--- config.mk ---
export PLATFORM = sky130hd
export DESIGN_NAME = sr_handshake_xfer
export DESIGN_NICKNAME = d
export VERILOG_FILES = /design/src/rtl/srx_pkg.sv /design/src/rtl/srx_hs_sense.sv /design/src/rtl/srx_out_collect.sv /design/src/rtl/srx_in_source.sv /design/src/rtl/sr_handshake_xfer.sv
export SDC_FILE = /design/constraint.sdc
export NUM_CORES = 1
export LEC_CHECK = 0
export BUFFER_PORTS_ARGS = -buffer_cell sky130_fd_sc_hd__clkbuf_2
export CAP_MARGIN = 10
export CORE_UTILIZATION = 34
export CTS_CLUSTER_DIAMETER = 50
export DETAILED_ROUTE_END_ITERATION = 16
export PLACE_DENSITY = 0.46
export SETUP_SLACK_MARGIN = 0.02
export SLEW_MARGIN = 20
export SYNTH_ARGS = -nofsm -noshare
export SYNTH_HDL_FRONTEND = slang
export SYNTH_HIERARCHICAL = 1
export SYNTH_SLANG_ARGS = --single-unit
--- constraint.sdc ---
create_clock -name clk -period 6 [get_ports clk]
set_input_delay 1.8 -clock clk [delete_from_list [all_inputs] [get_ports clk]]
set_output_delay 1.8 -clock clk [all_outputs]
set_load 0.05 [all_outputs]
--- src/rtl/srx_pkg.sv ---
package srx_pkg;
  typedef struct packed {
    logic move;   // handshake change while transfer open
    logic fin;    // transfer just closed
    logic sync;   // ack changed while idle
  } hs_evt_t;
endpackage

--- src/rtl/srx_hs_sense.sv ---
module srx_hs_sense
  import srx_pkg::*;
(
  input  logic    clk,
  input  logic    rst_n,
  input  logic    tip_n,
  input  logic    ack_n,
  output hs_evt_t evt,
  output logic    idle
);
  logic tip_q, ack_q;

  always_ff @(posedge clk) begin
    if (!rst_n) begin
      tip_q <= 1'b1;
      ack_q <= 1'b1;
    end else begin
      tip_q <= tip_n;
      ack_q <= ack_n;
    end
  end

  always_comb begin
    evt.move = !tip_n && ({tip_n, ack_n} != {tip_q, ack_q});
    evt.fin  = tip_n && !tip_q;
    evt.sync = tip_n && tip_q && (ack_n != ack_q);
    idle     = tip_n && tip_q;
  end
endmodule

--- src/rtl/srx_out_collect.sv ---
module srx_out_collect #(
  parameter int DEPTH = 16,
  parameter int AW    = 4,
  parameter int IW    = 5
) (
  input  logic          clk,
  input  logic          rst_n,
  input  logic          push,
  input  logic [7:0]    din,
  input  logic          flush,
  input  logic [AW-1:0] rd_addr,
  output logic [7:0]    rd_data,
  output logic          accepted,
  output logic          pkt_valid,
  output logic [IW-1:0] pkt_len
);
  logic [7:0]    mem [DEPTH];
  logic [IW-1:0] idx;

  assign accepted = push && (idx < IW'(DEPTH));

  for (genvar g = 0; g < DEPTH; g++) begin : g_slot
    always_ff @(posedge clk) begin
      if (accepted && idx == IW'(g)) mem[g] <= din;
    end
  end

  always_ff @(posedge clk) begin
    if (!rst_n) begin
      idx       <= '0;
      pkt_valid <= 1'b0;
      pkt_len   <= '0;
    end else begin
      pkt_valid <= flush && (idx != '0);
      if (flush) begin
        pkt_len <= idx;
        idx     <= '0;
      end else if (accepted) begin
        idx <= idx + IW'(1);
      end
    end
  end

  assign rd_data = mem[rd_addr];

  assert_idx_bound_R3: assert property (@(posedge clk) disable iff (!rst_n)
    idx <= IW'(DEPTH));
  assert_full_hold_R3: assert property (@(posedge clk) disable iff (!rst_n)
    (idx == IW'(DEPTH) && !flush) |=> idx == IW'(DEPTH));
  assert_pkt_nonzero_R4: assert property (@(posedge clk) disable iff (!rst_n)
    pkt_valid |-> pkt_len != '0);
  assert_pkt_pulse_R4: assert property (@(posedge clk) disable iff (!rst_n)
    pkt_valid |=> !pkt_valid);
  assert_flush_clear_R4: assert property (@(posedge clk) disable iff (!rst_n)
    flush |=> idx == '0);
endmodule

--- src/rtl/srx_in_source.sv ---
module srx_in_source #(
  parameter int DEPTH = 16,
  parameter int AW    = 4,
  parameter int IW    = 5
) (
  input  logic       clk,
  input  logic       rst_n,
  input  logic       open,
  input  logic       in_valid,
  input  logic [7:0] in_data,
  input  logic       in_last,
  output logic       in_ready,
  input  logic       pop,
  output logic [7:0] head,
  output logic       avail,
  output logic       at_last,
  output logic       commit
);
  logic [7:0]    mem [DEPTH];
  logic [IW-1:0] fill, size, rd;
  logic          beat, room;

  assign in_ready = open;
  assign beat     = in_valid && open;
  assign room     = fill < IW'(DEPTH);
  assign commit   = beat && in_last;

  for (genvar g = 0; g < DEPTH; g++) begin : g_slot
    always_ff @(posedge clk) begin
      if (beat && fill == IW'(g)) mem[g] <= in_data;
    end
  end

  always_ff @(posedge clk) begin
    if (!rst_n) begin
      fill <= '0;
      size <= '0;
      rd   <= '0;
    end else if (beat) begin
      rd <= '0;
      if (in_last) begin
        size <= room ? fill + IW'(1) : IW'(DEPTH);
        fill <= '0;
      end else begin
        if (fill == '0) size <= '0;
        if (room) fill <= fill + IW'(1);
      end
    end else if (pop && avail) begin
      rd <= rd + IW'(1);
    end
  end

  assign avail   = rd < size;
  assign at_last = (rd + IW'(1)) == size;
  assign head    = (rd < IW'(DEPTH)) ? mem[rd[AW-1:0]] : 8'h00;

  assert_rd_le_size_R6: assert property (@(posedge clk) disable iff (!rst_n)
    rd <= size);
  assert_commit_rewind_R10: assert property (@(posedge clk) disable iff (!rst_n)
    commit |=> (rd == '0 && size != '0));
  assert_no_beat_busy_R10: assert property (@(posedge clk) disable iff (!rst_n)
    pop |-> !in_ready);
endmodule

--- src/rtl/sr_handshake_xfer.sv ---
module sr_handshake_xfer
  import srx_pkg::*;
#(
  parameter  int DEPTH = 16,
  localparam int AW    = (DEPTH > 1) ? $clog2(DEPTH) : 1,
  localparam int IW    = $clog2(DEPTH + 1)
) (
  input  logic          clk,
  input  logic          rst_n,
  input  logic          tip_n,
  input  logic          ack_n,
  output logic          req_n,
  input  logic          dir_h2d,
  input  logic          sr_wr_en,
  input  logic [7:0]    sr_wr_data,
  output logic [7:0]    sr_q,
  output logic          irq,
  input  logic          irq_clr,
  input  logic          in_valid,
  output logic          in_ready,
  input  logic [7:0]    in_data,
  input  logic          in_last,
  output logic          pkt_valid,
  output logic [IW-1:0] pkt_len,
  input  logic [AW-1:0] out_rd_addr,
  output logic [7:0]    out_rd_data
);
  hs_evt_t    evt;
  logic       idle, push, pop, loaded, stored;
  logic       avail, at_last, commit;
  logic [7:0] head;

  srx_hs_sense u_sense (
    .clk(clk), .rst_n(rst_n), .tip_n(tip_n), .ack_n(ack_n),
    .evt(evt), .idle(idle)
  );

  assign push   = evt.move && dir_h2d;
  assign pop    = evt.move && !dir_h2d;
  assign loaded = pop && avail;

  srx_out_collect #(.DEPTH(DEPTH), .AW(AW), .IW(IW)) u_out (
    .clk(clk), .rst_n(rst_n), .push(push), .din(sr_q), .flush(evt.fin),
    .rd_addr(out_rd_addr), .rd_data(out_rd_data), .accepted(stored),
    .pkt_valid(pkt_valid), .pkt_len(pkt_len)
  );

  srx_in_source #(.DEPTH(DEPTH), .AW(AW), .IW(IW)) u_in (
    .clk(clk), .rst_n(rst_n), .open(idle), .in_valid(in_valid),
    .in_data(in_data), .in_last(in_last), .in_ready(in_ready),
    .pop(pop), .head(head), .avail(avail), .at_last(at_last),
    .commit(commit)
  );

  always_ff @(posedge clk) begin
    if (!rst_n) begin
      sr_q  <= '0;
      irq   <= 1'b0;
      req_n <= 1'b1;
    end else begin
      if (loaded)        sr_q <= head;
      else if (sr_wr_en) sr_q <= sr_wr_data;

      if (stored || loaded || evt.fin) irq <= 1'b1;
      else if (irq_clr)                irq <= 1'b0;

      if (loaded && at_last)    req_n <= 1'b1;
      else if (evt.fin && avail) req_n <= 1'b0;
      else if (commit)           req_n <= 1'b0;
      else if (evt.sync)         req_n <= ack_n;
    end
  end

  assert_last_release_R7: assert property (@(posedge clk) disable iff (!rst_n)
    (loaded && at_last) |=> req_n);
  assert_pending_req_R8: assert property (@(posedge clk) disable iff (!rst_n)
    (evt.fin && avail) |=> !req_n);
  assert_sync_follow_R9: assert property (@(posedge clk) disable iff (!rst_n)
    (evt.sync && !commit) |=> req_n == $past(ack_n));
  assert_fin_irq_R5: assert property (@(posedge clk) disable iff (!rst_n)
    evt.fin |=> irq);
  assert_load_byte_R6: assert property (@(posedge clk) disable iff (!rst_n)
    loaded |=> sr_q == $past(head));
  assert_commit_req_R10: assert property (@(posedge clk) disable iff (!rst_n)
    commit |=> !req_n);
endmodule

==> metrics.md, run 1 <==
| Metric | Value |
|---|---|
| Status | completed |
| Global route overflow | 0 |
| Initial antenna violation count | 3 |
| Crit path kind | in -> out |
| CP delay by family, top | buffers and inverters |
| Die area | 36900 um2 |
| Row cnt | 69 |
| Total of max-cap violations | 0 |
| Layout Utilization | 0.399 |
| Top post-synthesis cells by area | edfxtp_1 63%, dfxtp_1 6.8%, mux2i_1 5.3%, mux4_2 4.6%, mux4_1 3.0% |
| CP max stage cell | mux4_1 |
| Crit Path Max Fanout | 32 |
| Synth area leader | edfxtp_1 |
| Worst hold-check path type | reg -> reg |
| HPWL Detailed | 18.7 mm |
| H-tree depth | 2 |
| Cts repair resizes | 0 |
| Final nets | 857 |
| Total CTS buffers | 37 |
| Worst path max stage delay | 0.59 ns |
| P&R area growth vs syn | 15.4% |
| Max-slew violations | 0 |
| Cell depth of the worst setup path | 6 |
| Synth Area per Inst | 16.6 um2 |
| Io pins | 54 |
| CP Cell Sequence | clkbuf_2 > buf_12 > mux4_1 > a22oi_1 > nand2_1 > clkbuf_2 |
| Post-CTS setup buffers | 0 |
| VDD IR max | 0.144 mV |
| CP Data Arrival Time | 3.48 ns |
| Clock latency on the worst-skew pair | 0.51 ns |
| Antenna viol nets, final | 0 |
| DRC | 0 |
| Worst setup EP type | output port |
| Layout cells sized above 1 | 0.188 |
| Syn Inst Count | 740 |
| Yosys warnings | 6 |
| Hold buffer count at CTS | 0 |
| Post-synth EDFFs | 256 |
| Drt first pass iters | 6 |
| Seq/Total Area, Yosys | 0.694 |
| CTS Root Cell | clkbuf_16 |
| Drt wl/cell | 21.9 um |
| Worst path bufs/invs | 3 |
| Clk_skew | 0.0148 ns |
| Leakage | 4.68 nW |
| CP startpoint kind | primary input |
| Min Tclk post-route | 5.28 ns |
| Flops & latches, synth | 298 |
| Core area | 35600 um2 |
| First-pass GRT wire length | 42.6 mm |
| Worst Max-Slew Pin Slew | 1.07 ns |
| TritonCTS clock tree | yes |
| Port bufs | 53 |
| Clk sink count | 298 |
| Post-synth net total | 789 |
| Die Span X | 192 um |
| Vias per cell | 5.16 |
| Mapped Area | 12300 um2 |
| Total track usage | 0.157 |
| Pin count of the biggest net entering global routing | 58 |
| Drt initial violations | 455 |
| Synth unique cells | 53 |
| RSZ-0062 raised after global routing | false |
| Die H | 192 um |
| Critical Path Most Common Cell | clkbuf_2 |
| Setup_tns | 0 ns |
| Vias in the first global route | 6734 |
| Via count | 6682 |
| Required @ worst endpoint | 4.20 ns |
| Starting Density | 0.346 |
| Async SR Flop Fraction | 0 |
| Final Hold Violating Endpoints | 0 |
| Final Cycle Share | 0.881 |
| Cell Pwr Density | 324 nW/um2 |
| Share of the synthesized area in the top cell type | 0.625 |
| Final wirelength | 28.4 mm |
| Most common flop cell mapped by yosys | edfxtp_1 |
| Max Root-Sink Buffers | 3 |
| Gpl congestion | 0.814 |
| Hold path depth | 2 |
| FMAX | 189 MHz |
| Setup violations, final | 0 |
| Relative slew slack | 0.284 |
| CTS clk-pin slew, worst paths | 0.05 ns |
| Worst r2r path cells | 8 |
==> worst min-delay path, delay by kind of cell (launching register included) <==
family | cells | cell delay (ns)
AND/OR/NAND/NOR | 1 | 0.09
multiplexers | 1 | 0.07
flip-flops | 1 | 0.33
==> cell usage after synthesis, drive strengths merged (5+ instances only) <==
library cell and number:
mux2i 65, dfxtp 42, a21oi 19, nor2 31, ha 20, buf 18, nor2b 28, a22oi 41
nand2 36, o21ai 9, nor3 9, clkbuf 13, o31ai 6, and2 5, nand3 14, edfxtp 256
nand2b 15, xor2 5, mux4 39, inv 17, a221oi 9
==> where the power goes <==
part	switching (W)	total [W]	internal, W	leakage (nW)
clock	0.000831	0.00210	0.00127	0.553
sequential	0.0000212	0.00229	0.00227	2.67
combinational	0.000136	0.000203	0.0000669	1.46
==> area by class of cell <==
type	instances	area (um2)
sequential	298	8530
fill	3233	21400
tap	461	577
antenna	2	5.00
clock inverter	18	188
clock buffer	45	956
timing repair buffer	63	353
inverter	18	67.6
multi-input combinational	390	3500
==> cells by family after synthesis <==
kind of cell	count (synthesis)	synth area share
AND/OR/NAND/NOR	155	0.0654
multiplexers	104	0.129
buffers and inverters	52	0.0227
flip-flops	298	0.694
AO/OA/AOI/OAI	103	0.0633
XOR/XNOR	8	0.00570
adder cells (fa/ha/maj)	20	0.0204
==> registers in the layout (all words and copies together) (netlist names), 5 cells and up, named ones only <==
signal / count
sr_q: 8
u_in/fill: 5
u_in/mem: 128
u_in/rd: 5
u_in/size: 5
u_out/idx: 5
u_out/mem: 128
u_out/pkt_len: 5
==> cells in the final DEF (no fill, tap or decap), types with 5 or more instances in the layout <==
cell type and instances:
dfxtp_1 41, xor2_1 5, buf_4 9, o31ai_1 6, inv_1 17, clkbuf_2 53, nor3_1 7, mux2i_1 65
nand3_1 14, clkinv_1 6, nor2_1 30, a21oi_1 19, a221oi_2 8, mux4_2 25, nand2b_1 15, nand2_1 36
o21ai_1 6, ha_1 20, edfxtp_1 256, clkbuf_1 8, mux4_1 14, clkbuf_16 37, a22oi_1 41, nor2b_1 26
==> path summary, 6_finish.rpt <==
check                   startpoint          endpoint  slack [ns]
setup / recovery    out_rd_addr[0]    out_rd_data[2]        0.72
hold / removal    u_out/pkt_len[4]  u_out/pkt_len[4]        0.53
setup reg to reg     u_sense/tip_q  u_out/mem[13][4]        3.05
hold reg to reg   u_out/pkt_len[4]  u_out/pkt_len[4]        0.53
==> per-stage QoR <==
stage / total power (W) / worst slack [ns] / instance area (um2) / instances / hold slack (ns)
after floorplan: 0.00246 / 1.12 / 12300 / 740 / 0.480
after global placement: 0.00253 / 0.684 / 13000 / 1230 / 0.511
after detailed placement: 0.00254 / 0.681 / 13000 / 1230 / 0.508
after CTS: 0.00465 / 0.671 / 14200 / 1293 / 0.526
after global routing: 0.00473 / 0.592 / 14200 / 1293 / 0.560
final: 0.00459 / 0.716 / 14200 / 1295 / 0.525
==> per-layer routing <==
metal	vias to the layer above	track usage	share of wire	routed length, um
met5	-	0	0.00049	14
met4	2	0.0427	0.019	547
met3	44	0.0331	0.057	1620
met2	156	0.246	0.47	13300
met1	3415	0.220	0.46	13000
li1	3065	-	-	-
Power figures use the tool's default switching activity.
==> inputs of run 2 (changes only) <==
--- a/config.mk
+++ b/config.mk
@@ -5,7 +5,7 @@
 export SDC_FILE = /design/constraint.sdc
 export NUM_CORES = 1
 export LEC_CHECK = 0
-export BUFFER_PORTS_ARGS = -buffer_cell sky130_fd_sc_hd__clkbuf_2
+export BUFFER_PORTS_ARGS = -buffer_cell sky130_fd_sc_hd__buf_2
 export CAP_MARGIN = 10
 export CORE_UTILIZATION = 34
 export CTS_CLUSTER_DIAMETER = 50
==> metrics.md, run 2 (synthesis gave the netlist of run 1 again) <==
| Metric | Value |
|---|---|
| Status | completed |
| Clock latency on the worst-skew pair | 0.52 ns (about the same) |
| Dpl ws | 0.735 ns (+0.0547 ns) |
| FMAX | 191 MHz (+0.87%) |
| Setup violations, final | 0 (unchanged) |
| Psw | 0.00106 W (+7.2%) |
| Share of power burned in registers | 0.484 (-0.014) |
| CP startpoint kind | primary input |
| Hold buffer count at CTS | 0 (unchanged) |
| Drt initial violations | 488 (+7.3%) |
| Cell Pwr Density | 329 nW/um2 (+1.7%) |
| CTS Root Cell | clkbuf_16 |
| DRC | 0 (unchanged) |
| CP Data Arrival Time | 3.44 ns (-0.04 ns) |
| Final nets | 860 (+0.35%) |
| Total track usage | 0.156 (-0.00118) |
| Most frequent cells in the layout | 256 x edfxtp_1, 65 x mux2i_1, 53 x buf_2 |
| Register area | 8530 um2 (unchanged) |
| HPWL Detailed | 18.6 mm (-0.69%) |
| VDD IR max | 0.186 mV (+29%) |
| Clk sink count | 298 (unchanged) |
| Vias in the first global route | 6856 (+1.8%) |
| Post-CTS setup buffers | 0 (unchanged) |
| Io pins | 54 (unchanged) |
| Drt wl/cell | 21.8 um (-0.82%) |
| Gpl congestion | 0.787 (-3.3%) |
| Drt first pass iters | 4 (-2) |
| Total CTS buffers | 38 (+2.7%) |
| P&R area growth vs syn | 16.5% |
| Clk_skew | 0.0209 ns (+0.00610 ns) |
| First-pass GRT wire length | 42.5 mm (-0.18%) |
| # fillers | 3254 (+0.65%) |
| Required @ worst endpoint | 4.20 ns (about the same) |
| Total of max-cap violations | 0 (unchanged) |
| Crit Path Max Fanout | 32 (unchanged) |
| Slack of the critical path | 0.762 ns (+0.0456 ns) |
| Pin count of the biggest net entering global routing | 58 (unchanged) |
| Setup_tns | 0 ns (unchanged) |
| Max-slew violations | 0 (unchanged) |
| Worst setup EP type | output port |
| Internal power | 0.00366 W (+1.5%) |
| TritonCTS clock tree | yes |
| Sw frac | 0.225 (+0.00929) |
| RSZ-0062 raised after global routing | false |
| Top Registers | u_in/mem (128), u_out/mem (128), sr_q (8) |
| Worst hold-check path type | reg -> reg |
| CTS clk-pin slew, worst paths | 0.05 ns (about the same) |
| Global route overflow | 0 (unchanged) |
| Vias per cell | 5.20 (+0.75%) |
| Cts repair resizes | 0 (unchanged) |
| Die area | 36900 um2 (unchanged) |
| Die Span X | 192 um (unchanged) |
| Final wirelength | 28.4 mm (-0.21%) |
| Relative slew slack | 0.257 (-0.0276) |
| Crit path kind | in -> out |
| Max Root-Sink Buffers | 3 (unchanged) |
| Leakage | 4.75 nW (+1.6%) |
| Power share of the combinational group | 0.044 (about the same) |
| Initial antenna violation count | 3 (unchanged) |
| Antenna viol nets, final | 0 (unchanged) |
| H-tree depth | 2 (unchanged) |
| Core area | 35600 um2 (unchanged) |
| Worst Max-Slew Pin Slew | 1.11 ns (+0.0430 ns) |
| Die H | 192 um (unchanged) |
| Layout cells sized above 1 | 0.201 (+0.0137) |
| Min Tclk post-route | 5.24 ns (-0.0456 ns) |
| Multi-input gate area | 3510 um2 (+0.21%) |
| Most common cell after layout, fill and taps aside | edfxtp_1 |
| Final Cycle Share | 0.873 (-0.00760) |
| Clk pwr share | 0.472 (+0.015) |
| Via count | 6774 (+1.4%) |
| Starting Density | 0.346 (unchanged) |
| Final Hold Violating Endpoints | 0 (unchanged) |
| Row cnt | 69 (unchanged) |
| Port bufs | 53 (unchanged) |
[run 2: cell types whose count changed in the layout (fill, tap and decap cells not counted), moves of 3 or more]
cell / change
buf_2: +53
clkbuf_1: -4
clkbuf_2: -53
clkinv_8: +3
inv_6: +4
[run 2: path summary, 6_finish.rpt]
kind | start | to | slack (ns) | depth (start not counted)
max | out_rd_addr[0] | out_rd_data[2] | 0.76 | 6
min | u_out/pkt_len[4] | u_out/pkt_len[4] | 0.52 | 2
min reg2reg | u_out/pkt_len[4] | u_out/pkt_len[4] | 0.52 | 2
max reg2reg | u_sense/tip_q | u_out/mem[9][5] | 3.06 | 8
[run 2: area by class of cell]
cell class / instances / area share
Multi-Input combinational cell: 390 / 0.245
Tap cell: 461 / 0.0403
Antenna cell: 2 / 0.000349
Inverter: 18 / 0.00472
Clock buffer: 42 / 0.0674
Clock inverter: 27 / 0.0210
Sequential cell: 298 / 0.596
Timing Repair Buffer: 65 / 0.0257
[run 2: power by group through the flow]
stage	sequential, W	combinational (W)	clock [W]
2_1_floorplan	0.00234	0.000121	0
3_3_place_gp	0.00233	0.000206	0
3_5_place_dp	0.00233	0.000210	0
4_1_cts	0.00229	0.000210	0.00228
5_1_grt	0.00229	0.000223	0.00236
6_report	0.00228	0.000206	0.00223
[run 2: per-stage QoR]
stage | power, W | instances | utilization | cell area [um2] | hold slack (ns)
final | 0.00472 | 1303 | 0.403 | 14300 | 0.516
after global routing | 0.00487 | 1301 | 0.403 | 14300 | 0.531
after CTS | 0.00478 | 1301 | 0.402 | 14300 | 0.522
after detailed placement | 0.00254 | 1232 | 0.367 | 13100 | 0.504
after global placement | 0.00253 | 1232 | 0.367 | 13000 | 0.504
after floorplan | 0.00246 | 740 | - | 12300 | 0.480
[run 2: critical path, stage by stage]
cell and delay [ns]:
buf_2 0.10, buf_12 0.24, mux4_1 0.59, a22oi_1 0.27
nand2_1 0.16, buf_2 0.25
[run 2: routing by layer]
layer	global-route usage	vias to the layer above	wire length (um)
met1	0.220	3476	13100
li1	-	3077	-
met5	0	-	11
met3	0.0296	37	1430
met2	0.246	182	13400
met4	0.0391	2	393
